### src/rtl/mdio_pkg.sv
package mdio_pkg;
  // Command register bit positions (host-visible encoding)
  localparam int CMD_WR_BIT  = 14;
  localparam int CMD_RD_BIT  = 13;
  localparam int CMD_PHY_LSB = 8;

  // Strobes from the sequencer to the register/shift datapath
  typedef struct packed {
    logic shiftOut;  // advance transmit shifter (MDC falling)
    logic sampleIn;  // capture one receive bit (MDC rising)
    logic finish;    // last bit time ended
  } mdioStrb_t;
endpackage

### src/rtl/mdio_seq_ctrl.sv
module mdio_seq_ctrl
  import mdio_pkg::*;
#(
  parameter int DIV_HALF     = 4,
  parameter int FRAME_LEN    = 64,
  parameter int OE_OFF_BIT   = 46,
  parameter int RX_FIRST_BIT = 48
) (
  input  logic      clk,
  input  logic      rstN,
  input  logic      startReq,
  input  logic      opRead,
  output logic      busy,
  output logic      mdc,
  output logic      mdioOe,
  output mdioStrb_t strb
);
  localparam int DIV_W = $clog2(DIV_HALF + 1);
  localparam int CNT_W = $clog2(FRAME_LEN);
  localparam logic [DIV_W-1:0] DIV_LAST = DIV_W'(DIV_HALF - 1);
  localparam logic [CNT_W-1:0] BIT_LAST = CNT_W'(FRAME_LEN - 1);
  localparam logic [CNT_W-1:0] OE_OFF   = CNT_W'(OE_OFF_BIT);
  localparam logic [CNT_W-1:0] RX_FIRST = CNT_W'(RX_FIRST_BIT);

  logic             busyR;
  logic             mdcR;
  logic [DIV_W-1:0] divCnt;
  logic [CNT_W-1:0] bitCnt;
  logic             tick;
  logic             lastBit;

  assign tick    = busyR && (divCnt == DIV_LAST);
  assign lastBit = (bitCnt == BIT_LAST);

  always_ff @(posedge clk or negedge rstN) begin
    if (!rstN) begin
      busyR  <= 1'b0;
      mdcR   <= 1'b0;
      divCnt <= '0;
      bitCnt <= '0;
    end else if (startReq) begin
      busyR  <= 1'b1;
      mdcR   <= 1'b0;
      divCnt <= '0;
      bitCnt <= '0;
    end else if (busyR) begin
      if (tick) begin
        divCnt <= '0;
        mdcR   <= ~mdcR;
        if (mdcR) begin
          if (lastBit) busyR <= 1'b0;
          else         bitCnt <= bitCnt + 1'b1;
        end
      end else begin
        divCnt <= divCnt + 1'b1;
      end
    end
  end

  always_comb begin
    strb.shiftOut = tick && mdcR && !lastBit;
    strb.finish   = tick && mdcR && lastBit;
    strb.sampleIn = tick && !mdcR && opRead && (bitCnt >= RX_FIRST);
  end

  assign busy   = busyR;
  assign mdc    = mdcR;
  assign mdioOe = busyR && !(opRead && (bitCnt >= OE_OFF));

  // management clock parked low outside a frame
  p_mdc_idle_low_r1: assert property (@(posedge clk) disable iff (!rstN)
    !busyR |-> !mdcR);

  // MDC only moves on a divider tick
  p_mdc_hold_r7: assert property (@(posedge clk) disable iff (!rstN)
    (busyR && !tick) |=> $stable(mdcR));

  // completion strobe ends the busy window
  p_finish_idle_r3: assert property (@(posedge clk) disable iff (!rstN)
    strb.finish |=> !busyR);
endmodule

### src/rtl/mdio_reg_dp.sv
module mdio_reg_dp
  import mdio_pkg::*;
#(
  parameter int ADDR_W       = 8,
  parameter int DATA_W       = 16,
  parameter int PHY_AW       = 5,
  parameter int REG_AW       = 5,
  parameter int PREAMBLE_LEN = 32,
  parameter int FRAME_LEN    = 64,
  parameter int CMD_OFS      = 'h20,
  parameter int RDAT_OFS     = 'h24,
  parameter int WDAT_OFS     = 'h28
) (
  input  logic              clk,
  input  logic              rstN,
  input  logic [ADDR_W-1:0] hostAddr,
  input  logic              hostWrEn,
  input  logic [DATA_W-1:0] hostWrData,
  output logic [DATA_W-1:0] hostRdData,
  input  logic              busy,
  input  mdioStrb_t         strb,
  input  logic              mdioIn,
  output logic              startReq,
  output logic              opRead,
  output logic              mdioOut
);
  logic [PHY_AW-1:0]    phyAddr;
  logic [REG_AW-1:0]    regAddr;
  logic [DATA_W-1:0]    wrData;
  logic [DATA_W-1:0]    rdData;
  logic [DATA_W-1:0]    rxShift;
  logic [FRAME_LEN-1:0] txShift;
  logic [FRAME_LEN-1:0] frameNext;
  logic [DATA_W-1:0]    cmdView;
  logic                 opWr;
  logic                 opRd;
  logic                 cmdHit;
  logic                 reqWr;
  logic                 reqRd;

  assign cmdHit   = hostWrEn && (hostAddr == ADDR_W'(CMD_OFS));
  assign reqWr    = hostWrData[CMD_WR_BIT];
  assign reqRd    = hostWrData[CMD_RD_BIT];
  assign startReq = cmdHit && !busy && (reqWr || reqRd);

  // Frame image, MSB goes out first
  assign frameNext = {{PREAMBLE_LEN{1'b1}}, 2'b01,
                      reqWr ? 2'b01 : 2'b10,
                      hostWrData[CMD_PHY_LSB +: PHY_AW],
                      hostWrData[REG_AW-1:0],
                      reqWr ? 2'b10 : 2'b11,
                      reqWr ? wrData : {DATA_W{1'b1}}};

  always_ff @(posedge clk or negedge rstN) begin
    if (!rstN) begin
      phyAddr <= '0;
      regAddr <= '0;
      wrData  <= '0;
      rdData  <= '0;
      rxShift <= '0;
      txShift <= '0;
      opWr    <= 1'b0;
      opRd    <= 1'b0;
    end else begin
      if (hostWrEn && (hostAddr == ADDR_W'(WDAT_OFS)))
        wrData <= hostWrData;
      if (cmdHit && !busy) begin
        phyAddr <= hostWrData[CMD_PHY_LSB +: PHY_AW];
        regAddr <= hostWrData[REG_AW-1:0];
      end
      if (startReq) begin
        opWr    <= reqWr;
        opRd    <= !reqWr;
        txShift <= frameNext;
      end else if (strb.shiftOut) begin
        txShift <= {txShift[FRAME_LEN-2:0], 1'b0};
      end
      if (strb.sampleIn)
        rxShift <= {rxShift[DATA_W-2:0], mdioIn};
      if (strb.finish) begin
        opWr <= 1'b0;
        opRd <= 1'b0;
        if (opRd) rdData <= rxShift;
      end
    end
  end

  always_comb begin
    cmdView = '0;
    cmdView[CMD_WR_BIT] = opWr;
    cmdView[CMD_RD_BIT] = opRd;
    cmdView[CMD_PHY_LSB +: PHY_AW] = phyAddr;
    cmdView[REG_AW-1:0] = regAddr;
  end

  always_comb begin
    if (hostAddr == ADDR_W'(CMD_OFS))       hostRdData = cmdView;
    else if (hostAddr == ADDR_W'(RDAT_OFS)) hostRdData = rdData;
    else if (hostAddr == ADDR_W'(WDAT_OFS)) hostRdData = wrData;
    else                                    hostRdData = '0;
  end

  assign opRead  = opRd;
  assign mdioOut = txShift[FRAME_LEN-1];

  // address fields frozen while a frame runs
  p_fields_locked_r8: assert property (@(posedge clk) disable iff (!rstN)
    busy |=> ($stable(phyAddr) && $stable(regAddr)));

  // serial output moves only on a shift strobe
  p_out_hold_r7: assert property (@(posedge clk) disable iff (!rstN)
    (busy && !strb.shiftOut) |=> $stable(mdioOut));

  // read result only updated at frame end
  p_rdata_hold_r6: assert property (@(posedge clk) disable iff (!rstN)
    !strb.finish |=> $stable(rdData));

  // never a read and a write at once
  p_single_op_r9: assert property (@(posedge clk) disable iff (!rstN)
    $onehot0({opWr, opRd}));
endmodule

### src/rtl/mdio_mgmt_ctrl.sv
module mdio_mgmt_ctrl
  import mdio_pkg::*;
#(
  parameter int DIV_HALF     = 4,
  parameter int ADDR_W       = 8,
  parameter int PHY_AW       = 5,
  parameter int REG_AW       = 5,
  parameter int PREAMBLE_LEN = 32,
  parameter int CMD_OFS      = 'h20,
  parameter int RDAT_OFS     = 'h24,
  parameter int WDAT_OFS     = 'h28
) (
  input  logic              clk,
  input  logic              rstN,
  input  logic [ADDR_W-1:0] hostAddr,
  input  logic              hostWrEn,
  input  logic [15:0]       hostWrData,
  output logic [15:0]       hostRdData,
  output logic              mdc,
  output logic              mdioOut,
  output logic              mdioOe,
  input  logic              mdioIn
);
  localparam int DATA_W    = 16;
  localparam int TA_BIT    = PREAMBLE_LEN + 4 + PHY_AW + REG_AW;
  localparam int DATA_BIT  = TA_BIT + 2;
  localparam int FRAME_LEN = DATA_BIT + DATA_W;

  logic      busy;
  logic      startReq;
  logic      opRead;
  mdioStrb_t strb;

  mdio_seq_ctrl #(
    .DIV_HALF    (DIV_HALF),
    .FRAME_LEN   (FRAME_LEN),
    .OE_OFF_BIT  (TA_BIT),
    .RX_FIRST_BIT(DATA_BIT)
  ) u_ctrl (
    .clk     (clk),
    .rstN    (rstN),
    .startReq(startReq),
    .opRead  (opRead),
    .busy    (busy),
    .mdc     (mdc),
    .mdioOe  (mdioOe),
    .strb    (strb)
  );

  mdio_reg_dp #(
    .ADDR_W      (ADDR_W),
    .DATA_W      (DATA_W),
    .PHY_AW      (PHY_AW),
    .REG_AW      (REG_AW),
    .PREAMBLE_LEN(PREAMBLE_LEN),
    .FRAME_LEN   (FRAME_LEN),
    .CMD_OFS     (CMD_OFS),
    .RDAT_OFS    (RDAT_OFS),
    .WDAT_OFS    (WDAT_OFS)
  ) u_dp (
    .clk       (clk),
    .rstN      (rstN),
    .hostAddr  (hostAddr),
    .hostWrEn  (hostWrEn),
    .hostWrData(hostWrData),
    .hostRdData(hostRdData),
    .busy      (busy),
    .strb      (strb),
    .mdioIn    (mdioIn),
    .startReq  (startReq),
    .opRead    (opRead),
    .mdioOut   (mdioOut)
  );
endmodule

### config.mk
export PLATFORM = sky130hd
export DESIGN_NAME = mdio_mgmt_ctrl
export DESIGN_NICKNAME = d
export VERILOG_FILES = /design/src/rtl/mdio_pkg.sv /design/src/rtl/mdio_seq_ctrl.sv /design/src/rtl/mdio_reg_dp.sv /design/src/rtl/mdio_mgmt_ctrl.sv
export SDC_FILE = /design/constraint.sdc
export NUM_CORES = 1
export LEC_CHECK = 0
export BUFFER_PORTS_ARGS = -buffer_cell sky130_fd_sc_hd__buf_2
export CAP_MARGIN = 20
export CORE_ASPECT_RATIO = 1.1
export CORE_MARGIN = 1.5
export CORE_UTILIZATION = 42
export DETAILED_ROUTE_END_ITERATION = 16
export GPL_TIMING_DRIVEN = 1
export PLACE_DENSITY = 0.63
export SETUP_SLACK_MARGIN = 0.02
export SLEW_MARGIN = 5
export SYNTH_ARGS = -nofsm -noshare
export SYNTH_HDL_FRONTEND = slang
export SYNTH_SLANG_ARGS = --single-unit
### constraint.sdc
create_clock -name clk -period 3.17 [get_ports clk]
set_clock_uncertainty 0.15 [all_clocks]
set_input_delay 0.634 -clock clk [delete_from_list [all_inputs] [get_ports clk]]
set_output_delay 0.634 -clock clk [all_outputs]
set_load 0.02 [all_outputs]
==> summary.txt, run 1 <==
Timing
  – Finish-stage setup viols: 0
  – Setup total negative slack: 0 ns
  – Fin. max-slew vios: 0
  – Max Freq: 378.5 MHz
  – Worst-Margin Slew: between 0.9 and 1 ns
  – Slew margin rel.: 36.00%
  – Final Hold Vio Count: 0
  – Period utilization: 83.33%
  – Minimum clock period: 2.642 ns
  – Unrepaired setup endpoints after global routing: no

Routing
  – Pre-antenna DRT Iters: 4
  – # DRC: 0
  – 1st-iter DRT viols: 258
  – WL/cell: roughly 16 um
  – DR vias: 4081
  – DR vias/cell: 5.232
  – DRT Wirelength: 12630 um
  – Final ANT Viol Nets: 0

Worst setup path
  – CP endpoint kind: output port
  – CP required: 2.39 ns
  – Worst EP arrival: 1.86 ns
  – Crit path max-delay family: simple AND/OR/NAND/NOR gates
  – Critical path peak fanout: 16
  – Worst setup startpoint: hostAddr[1]
  – Worst path cell trace: buf_2 -> nor4_4 -> nand3b_1 -> buf_4 -> nor2_1 -> buf_2
  – Crit path launch type: input pin
  – Reg-to-reg critical path startpoint: u_ctrl.bitCnt[1]
  – Buf/Inv on CP: 3
  – Critical path's largest stage delay: 0.44 ns
  – Critical path's slowest cell: nor4_4
  – CP dominant cell by count: buf_2
  – Setup CP Type: in2out

Clock tree
  – Num Clock Sinks: 135
  – Worst-path clk slew: ~0.05 ns
  – CTS resizes: 0
  – CTS tree: done
  – Clock Tree Root: clkbuf_16
  – # Post-CTS Setup Buffers: 0
  – H-tree depth: 4
  – CTS Buffer Depth: 2
  – Cts bufs inserted: 17
  – Clk_lat worst skew: 0.42 ns
  – Hold_buf cts: 0

Logic synthesis
  – Top cells by area, synth: dfrtp_1 57%, mux2_2 10%, nand2_1 5.3%, a21oi_1 2.9%, nor2_1 2.8%
  – Syn avg cell area: 11.05 um2
  – Yosys warns: 0
  – Cell taking the most area after synthesis: dfrtp_1
  – Xor-xnor portion of the synthesized cell area: 0.2942%
  – Flops & latches, synth: between 100 and 150
  – EDFF count, synth: 0
  – Synth unique cells: 47
  – Post-synthesis mux area share: 13.32%
  – Synth Net Count: 570
  – Asr flop ratio synth: 100.0%
  – Cell area after synthesis: 5954 um2
  – Post-Syn Instances: 539
  – Area share of the largest cell type after synthesis: a little under three fifths
  – Compound-Gate Fraction of Synth Area: a little under a tenth
  – Synthesized-area fraction occupied by adder cells: 0.6304%
  – Register area share after synthesis: 56.73%
  – Synth Area in Simple Gates: 14.69%
  – Post-synth top flop: dfrtp_1
  – Largest family of logic cells by synthesized area: simple AND/OR/NAND/NOR gates

Floorplan
  – Die Y: roughly 130 um
  – Core Box Area: between 10000 and 15000 um2
  – Die footprint: between 10000 and 15000 um2
  – Io pins: 47
  – Initial Util: ~43%
  – # rows: 45
  – Die W: around 120 um

Global routing
  – Initial antenna violation count: 0
  – Top Usage Layer GRT: met2
  – GRT met1 Usage: between 20% and 30%
  – Pin count of the biggest net entering global routing: 64
  – Global Route Usage Sum: 18.64%
  – Met2 Usage GRT: around 30%
  – GRT met3 Usage: under 10%
  – Grt ovf: 0
  – Vias in the first global route: 4127
  – First-pass GRT wire length: 21170 um

Placement
  – Placed cell area: 6327 um2
  – GPL Wtd Cong: 0.8146
  – Post-DP HPWL: between 8000 and 9000 um
  – Buffers on Ports: 46

Finish
  – Antenna diodes: 0
  – Design Area, Final: 6933 um2
  – Share of cells above drive strength 1: 26.69%
  – Fillers: ~1300
  – P&R area growth vs syn: 16.43%
  – Count of nets after finishing: 610

Outcome
  – Status: completed

Pwr
  – Max IR drop VDD: 0.0003088 V
  – Leakage: ~0.0034 uW
  – Cell Pwr Density: 703.7 nW/um2

Flow run
  – Max-cap check violation count: 0

Worst hold path
  – Hold WC Path Type: in2async
cells in the mapped netlist, types with 6 or more instances:
cell type and number:
a21oi_1 35, a221o_1 16, a22oi_1 6, buf_2 13, buf_6 6, clkbuf_1 11
dfrtp_1 135, inv_1 18, mux2_2 53, mux2i_1 14, nand2_1 84, nand3_1 33
nor2_1 45, nor3_1 9, o22ai_1 9
flip-flops by register name (all words and copies together) (netlist names), 3 cells and up:
name	cells
u_ctrl.bitCnt	6
u_dp.txShift	64
u_ctrl.divCnt	3
u_dp.rxShift	16
u_dp.phyAddr	5
u_dp.regAddr	5
u_dp.wrData	16
u_dp.rdData	16
area by class of cell:
class | count | area (um2) | share of cell area, %
Sequential cell | 135 | 3378 | 48.73
Multi-Input combinational cell | 349 | 2315 | 33.39
Clock buffer | 19 | 452.9 | 6.533
Timing Repair Buffer | 58 | 339.1 | 4.891
Tap cell | 188 | 235.2 | 3.393
Clock inverter | 13 | 145.1 | 2.093
Inverter | 18 | 67.56 | 0.9746
report_power, final:
| group | switching [uW] | internal, uW | total (uW) |
|---|---|---|---|
| combinational | 324 | 285 | 609 |
| clock | 748 | 1200 | 1950 |
| sequential | 235 | 2080 | 2320 |
per-layer routing:
metal  share of wire [%]  up-vias
met5                   0        -
met4                 1.4        0
met3                 3.5       14
met2                  48       76
met1                  47     2042
li1                    -     1949
through the flow:
| step | hold slack [ns] | utilization (%) | setup slack (ns) | cells | total power (uW) |
|---|---|---|---|---|---|
| final | 0.05171 | 50.05 | 0.5283 | 780 | 4878 |
| after global routing | 0.08491 | 50.05 | 0.4451 | 780 | 5134 |
| after CTS | 0.05997 | 50.00 | 0.2554 | 779 | 4924 |
| after detailed placement | 0.3288 | 45.68 | 0.2630 | 747 | 2963 |
| after global placement | 0.3176 | 45.68 | 0.3624 | 747 | 2912 |
| after floorplan | 0.1884 | - | 0.6036 | 539 | 2742 |
worst paths after layout:
path	endpoint	slack, ns	cells after the start
worst max-delay path	hostRdData[14]	0.53	6
worst max register to register	u_dp.rdData[9]	0.75	5
min in group clk	u_dp.wrData[15]	0.28	2
worst min-delay path	u_dp.txShift[7]	0.05	1
worst min register to register	u_dp.txShift[63]	0.34	1
max in group asynchronous	u_dp.txShift[0]	2.11	2
logic make-up after synthesis:
family / after synthesis
adders and majority gates: 3
AOI/OAI and AO/OA: 82
DFF: 135
xor gates and xnor gates: 2
buffers and inverters: 55
and+or+nand+nor: 190
muxes: 72
cells in the final DEF (no fill, tap or decap), types with 4 or more instances in the layout:
master	netlist	final
clkbuf_16	0	17
a221o_1	16	16
buf_2	13	45
nor3_1	9	9
mux2i_1	14	14
nand3_1	33	33
nor2_1	45	45
a21oi_1	35	35
mux2_2	53	53
inv_1	18	18
mux2_1	5	5
clkinv_4	0	4
nand2_1	84	84
o22ai_1	9	9
buf_4	5	11
a22oi_1	6	6
dfrtp_1	135	135
No activity file was read; power rests on OpenSTA's default activity.
==> run 2, diff against run 1 <==
--- a/config.mk
+++ b/config.mk
@@ -12,7 +12,7 @@
 export CORE_UTILIZATION = 42
 export DETAILED_ROUTE_END_ITERATION = 16
 export GPL_TIMING_DRIVEN = 1
-export PLACE_DENSITY = 0.63
+export PLACE_DENSITY = 0.66
 export SETUP_SLACK_MARGIN = 0.02
 export SLEW_MARGIN = 5
 export SYNTH_ARGS = -nofsm -noshare
==> constraint.sdc (replaced) <==
create_clock -name clk -period 2.23 [get_ports clk]
set_clock_uncertainty 0.15 [all_clocks]
set_input_delay 0.446 -clock clk [delete_from_list [all_inputs] [get_ports clk]]
set_output_delay 0.446 -clock clk [all_outputs]
set_load 0.02 [all_outputs]
==> summary.txt, run 2 (same netlist as run 1, synthesis figures left out) <==
Outcome
  – Status: finished with violations
  – Failing checks: setup timing

Routing
  – Pre-antenna DRT Iters: 5 (+1)
  – Wire length on met3: 535 um (+21%)
  – DR vias: 4180 (+2.4%)
  – 1st-iter DRT viols: 300 (+16%)
  – Met1 wire length: 5707 um (-3.1%)
  – Top routing layer in use: met4
  – DR WL met2: 6232 um (+2.0%)
  – Final ANT Viol Nets: 0 (unchanged)
  – DRT Wirelength: 12650 um (+0.21%)
  – DR vias/cell: 5.278 (+0.87%)
  – WL/cell: 15.97 um (-1.3%)
  – # DRC: 0 (unchanged)

Pwr
  – Leakage: 0.003436 uW (+2.4%)
  – Overall Power: 7095 uW (+45%)
  – Cell Pwr Density: 993.6 nW/um2 (+41%)
  – Max IR drop VDD: 0.0005844 V (+89%)

Placement
  – Buffers on Ports: 46 (unchanged)
  – Placed Cells: 757 (+1.3%)
  – Post-DP HPWL: 8647 um (+1.3%)
  – GPL Wtd Cong: 0.7967 (-2.2%)

Clock tree
  – Cts bufs inserted: 17 (unchanged)
  – CTS tree: done
  – H-tree depth: 4 (unchanged)
  – Clock Tree Root: clkbuf_16
  – Worst-path clk slew: 0.06 ns (about the same)
  – Clk_lat worst skew: 0.42 ns (about the same)
  – CTS Buffer Depth: 2 (unchanged)
  – Num Clock Sinks: 135 (unchanged)

Timing
  – Period utilization: 101.9%
  – Fin. max-slew vios: 0 (unchanged)
  – Minimum clock period: 2.272 ns
  – Setup total negative slack: -0.04154 ns (-0.04154 ns)
  – Slew margin rel.: 70.13% (+34 points)
  – Finish-stage setup viols: 1 (+1)
  – Setup WS post-layout: -0.04154 ns (-0.5698 ns)
  – Max Freq: approximately 440 MHz
  – Unrepaired setup endpoints after global routing: yes
  – Hold_ws: 0.09076 ns (+0.03905 ns)
  – Final Hold Vio Count: 0 (unchanged)
  – Worst-Margin Slew: 0.4480 ns (-0.5116 ns)

Finish
  – Largest register by flop count: u_dp.txShift
  – Commonest non-fill, non-tap cell in the layout: dfrtp_1
  – Reg area: 3378 um2 (unchanged)
  – Share of cells above drive strength 1: 28.48% (+1.8 points)
  – Count of nets after finishing: 622 (+2.0%)
  – Max FFs per register: 64 (unchanged)
  – Post-Layout Cell Count: 792 (+1.5%)
  – Antenna diodes: 0 (unchanged)
  – Fin util: 51.55% (+1.5 points)
  – Fillers: 1266 (-0.079%)
  – P&R area growth vs syn: 19.92%
  – Area of the multi-input gates: 2350 um2 (+1.5%)
  – Most frequent cells in the layout: 135 x dfrtp_1, 84 x nand2_1, 53 x mux2_2

Worst hold path
  – Hold WC Path Type: in2reg
  – Hold path depth: 2

Worst setup path
  – CP required: 1.63 ns (-0.76 ns)
  – CP endpoint kind: output port
  – Reg-to-reg critical path startpoint: u_ctrl.bitCnt[1]
  – Worst EP arrival: 1.68 ns (-0.18 ns)
  – Reg2reg end: u_dp.rdData[7]
  – Setup CP Type: reg2out
  – Worst setup startpoint: u_ctrl.bitCnt[1]
  – Crit path launch type: flop
  – Crit path to: mdioOe
  – Worst reg2reg path depth: 7 (+2)
  – Critical path peak fanout: 2 (-14)
  – Reg2Reg Setup Slack: 0.12 ns (-0.63 ns)

Floorplan
  – Die Y: 127.9 um (unchanged)
  – Die footprint: 14900 um2 (unchanged)
  – Io pins: 47 (unchanged)
  – Die W: 116.5 um (unchanged)
  – Core Box Area: 13850 um2 (unchanged)
  – Initial Util: 42.99% (unchanged)
  – # rows: 45 (unchanged)

Global routing
  – Pin count of the biggest net entering global routing: 52 (-19%)
  – Global Route Usage Sum: 18.95% (+0.31 points)
  – Grt ovf: 0 (unchanged)
  – First-pass GRT wire length: 21450 um (+1.3%)
  – Vias in the first global route: 4253 (+3.1%)
  – Initial antenna violation count: 0 (unchanged)

Flow run
  – Max-cap check violation count: 0 (unchanged)
## run 2: cell count changes in the layout (fill, tap and decap cells not counted), moves of 2 or more
cell and delta:
buf_4 +5, inv_6 +3, clkinv_2 -2, buf_2 -2, buf_12 +5, buf_6 +2
## run 2: area by class of cell
| cell class | count | share of cell area (%) |
|---|---|---|
| clock buffer | 18 | 6.150 |
| clock inverter | 14 | 2.295 |
| timing repair buffer | 70 | 7.097 |
| multi-input combinational | 349 | 32.91 |
| sequential | 135 | 47.31 |
| inverter | 18 | 0.9462 |
| tap | 188 | 3.294 |
## run 2: power by group
part / total (uW) / switching (uW) / internal (uW) / leakage [uW]
Clock: 2830 / 1120 / 1700 / 0.000286
Sequential: 3300 / 341 / 2960 / 0.00172
Combinational: 965 / 494 / 470 / 0.00143
## run 2: repair_timing
action                     CTS  global route
resized for setup            4             7
pin swaps                    2             2
hold endpoints to repair    43             0
buffers inserted             2             0
hold buffers                 1             0
setup endpoints to repair    1            19
## run 2: per-stage QoR
stage / setup WS, ns / area (um2)
after global placement: 0.1598 / 6465
final: -0.04154 / 7141
after global routing: -0.09772 / 7141
after detailed placement: 0.1203 / 6465
after floorplan: 0.03958 / 5954
after CTS: -0.09350 / 7104
## run 2: how the worst min path moves through the flow
stage | startpoint | to | slack (ns)
2_1_floorplan | rstN | u_ctrl.bitCnt[0] | 0.0004
3_5_place_dp | rstN | u_dp.txShift[9] | 0.26
3_3_place_gp | rstN | u_dp.txShift[8] | 0.26
6_report | hostWrData[15] | u_dp.wrData[15] | 0.09
5_1_grt | hostWrData[15] | u_dp.wrData[15] | 0.08
4_1_cts | hostWrData[15] | u_dp.wrData[15] | 0.08
## run 2: critical path, stage by stage (launching register included)
cell and delay (ns):
dfrtp_1 0.42, ha_4 0.18, or2_4 0.23, a31oi_4 0.13
o21a_1 0.17, buf_6 0.13
## run 2: metal layers
metal | up-vias | track usage [%]
met2 | 84 | 30.17
met3 | 14 | 4.728
li1 | 1974 | -
met1 | 2108 | 25.28
met4 | 0 | 6.528
met5 | - | 0
==> run 3, diff against run 2 <==
--- a/config.mk
+++ b/config.mk
@@ -12,7 +12,7 @@
 export CORE_UTILIZATION = 42
 export DETAILED_ROUTE_END_ITERATION = 16
 export GPL_TIMING_DRIVEN = 1
-export PLACE_DENSITY = 0.66
+export PLACE_DENSITY = 0.63
 export SETUP_SLACK_MARGIN = 0.02
 export SLEW_MARGIN = 5
 export SYNTH_ARGS = -nofsm -noshare
==> constraint.sdc (replaced) <==
create_clock -name clk -period 2.4 [get_ports clk]
set_clock_uncertainty 0.15 [all_clocks]
set_input_delay 0.48 -clock clk [delete_from_list [all_inputs] [get_ports clk]]
set_output_delay 0.48 -clock clk [all_outputs]
set_load 0.02 [all_outputs]
==> summary.txt, run 3 (same netlist as run 1, synthesis figures left out) <==
Timing
  – Max Freq: 429.7 MHz
  – Setup total negative slack: 0 ns (+0.04154 ns)
  – Setup WS post-layout: 0.07298 ns (+0.1145 ns)
  – Hold_ws: 0.1259 ns (+0.03515 ns)
  – Worst-Margin Slew: 0.6697 ns (+0.2217 ns)
  – Finish-stage setup viols: 0 (-1)
  – Period utilization: 96.96%
  – Minimum clock period: 2.327 ns
  – Unrepaired setup endpoints after global routing: yes
  – Fin. max-slew vios: 0 (unchanged)
  – Slew margin rel.: 55.30% (-15 points)
  – Final Hold Vio Count: 0 (unchanged)

Finish
  – Most frequent cells in the layout: 135 x dfrtp_1, 84 x nand2_1, 53 x mux2_2
  – Antenna diodes: 0 (unchanged)
  – Commonest non-fill, non-tap cell in the layout: dfrtp_1
  – Largest register by flop count: u_dp.txShift
  – Fillers: 1289 (+1.8%)
  – P&R area growth vs syn: 18.79%
  – Fin util: 51.07% (-0.49 points)
  – Count of nets after finishing: 622 (unchanged)
  – Post-Layout Cell Count: 792 (unchanged)
  – Share of cells above drive strength 1: 28.15% (-0.33 points)
  – Max FFs per register: 64 (unchanged)

Placement
  – Placed Cells: 756 (-0.13%)
  – Buffers on Ports: 46 (unchanged)
  – GPL Wtd Cong: 0.8435 (+5.9%)
  – Placement Setup Slack: 0.1612 ns (+0.04086 ns)
  – Post-DP HPWL: 8565 um (-0.94%)

Worst setup path
  – Setup CP Type: reg2out
  – Worst path cell trace: ha_2 -> or2_4 -> a31oi_4 -> o21a_1 -> buf_6
  – Critical path's largest stage delay: 0.38 ns (-0.04 ns)
  – Critical path peak fanout: 2 (unchanged)
  – Worst EP arrival: 1.70 ns (+0.02 ns)
  – Crit path launch type: flop
  – CP required: 1.77 ns (+0.14 ns)
  – CP endpoint kind: output port
  – Critical path's slowest cell: dfrtp_1

Clock tree
  – Num Clock Sinks: 135 (unchanged)
  – CTS Buffer Depth: 2 (unchanged)
  – Clk_lat worst skew: 0.42 ns (about the same)
  – CTS tree: done
  – Worst-path clk slew: 0.06 ns (about the same)
  – Clock Tree Root: clkbuf_16
  – H-tree depth: 4 (unchanged)
  – Cts bufs inserted: 17 (unchanged)

Floorplan
  – Io pins: 47 (unchanged)
  – Die Y: 127.9 um (unchanged)
  – Die footprint: 14900 um2 (unchanged)
  – # rows: 45 (unchanged)
  – Die W: 116.5 um (unchanged)
  – Initial Util: 42.99% (unchanged)
  – Core Box Area: 13850 um2 (unchanged)

Routing
  – DRT Wirelength: 12690 um (+0.26%)
  – DR vias: 4161 (-0.45%)
  – Final ANT Viol Nets: 0 (unchanged)
  – WL/cell: 16.02 um (+0.26%)
  – # DRC: 0 (unchanged)
  – Pre-antenna DRT Iters: 6 (+1)
  – 1st-iter DRT viols: 193 (-36%)
  – DR vias/cell: 5.254 (-0.45%)

Pwr
  – Cell Pwr Density: 921.1 nW/um2 (-7.3%)
  – Max IR drop VDD: 0.0005528 V (-5.4%)
  – Leakage: 0.003418 uW (-0.52%)

Flow run
  – Max-cap check violation count: 0 (unchanged)

Outcome
  – Status: completed

Global routing
  – Vias in the first global route: 4158 (-2.2%)
  – Grt ovf: 0 (unchanged)
  – First-pass GRT wire length: 21360 um (-0.42%)
  – Initial antenna violation count: 0 (unchanged)
  – Global Route Usage Sum: 18.97% (about the same)
  – Pin count of the biggest net entering global routing: 48 (-7.7%)

Worst hold path
  – Hold WC Path Type: in2reg
-- run 3: cell types whose count changed in the layout (fill, tap and decap cells not counted), moves of 2 or more --
| cell | delta |
|---|---|
| clkinv_2 | +3 |
| buf_12 | -2 |
| inv_6 | -4 |
| buf_4 | +3 |
-- run 3: worst max-delay path: cells and delay by family, from the launching register on --
kind	cells	cell delay, ns
and+or+nand+nor	1	0.23
buffers and inverters	1	0.12
DFF	1	0.38
adders and majority gates	1	0.18
AOI/OAI and AO/OA	2	0.36
-- run 3: final cells by class --
| type | count | area [um2] | area share [%] |
|---|---|---|---|
| timing repair buffer | 70 | 475.5 | 6.722 |
| clock buffer | 18 | 429.2 | 6.068 |
| sequential | 135 | 3378 | 47.76 |
| tap | 188 | 235.2 | 3.326 |
| inverter | 18 | 67.56 | 0.9552 |
| clock inverter | 14 | 152.6 | 2.158 |
| multi-input combinational | 349 | 2335 | 33.01 |
-- run 3: worst paths after layout --
path | to | slack, ns | depth (start not counted) | from
setup / recovery | mdioOe | 0.07 | 5 | u_ctrl.bitCnt[1]
hold / removal | u_dp.wrData[15] | 0.13 | 2 | hostWrData[15]
setup reg to reg | u_dp.txShift[8] | 0.16 | 6 | u_ctrl.bitCnt[0]
hold reg to reg | u_dp.rdData[7] | 0.34 | 1 | u_dp.rdData[7]
max in group asynchronous | u_dp.txShift[18] | 1.10 | 3 | rstN
min in group asynchronous | u_dp.txShift[5] | 0.41 | 2 | rstN
-- run 3: repair_timing --
action	4_1_cts	5_1_grt
hold buffers	1	0
endpoints found under the hold margin	42	0
setup buffers	3	0
pin swaps	1	3
resized for setup	1	5
endpoints found under the setup margin	1	1
-- run 3: power breakdown --
group	internal, uW	total [uW]	switching [uW]	leakage (uW)
Combinational	429	891	462	0.00142
Sequential	2750	3070	317	0.00172
Clock	1540	2560	1020	0.000278
Total	4710	6520	1800	0.00342
-- run 3: routing by layer --
layer  GRT usage [%]  wire (um)
met5               0          0
met2           28.82       6061
met3           5.674        518
met1           25.54       5900
met4           7.461        205
-- run 3: through the flow --
step	total power (uW)	cell area, um2
5_1_grt	6859	7073
2_1_floorplan	3622	5954
3_5_place_dp	3929	6432
3_3_place_gp	3856	6432
4_1_cts	6551	7049
6_report	6515	7073
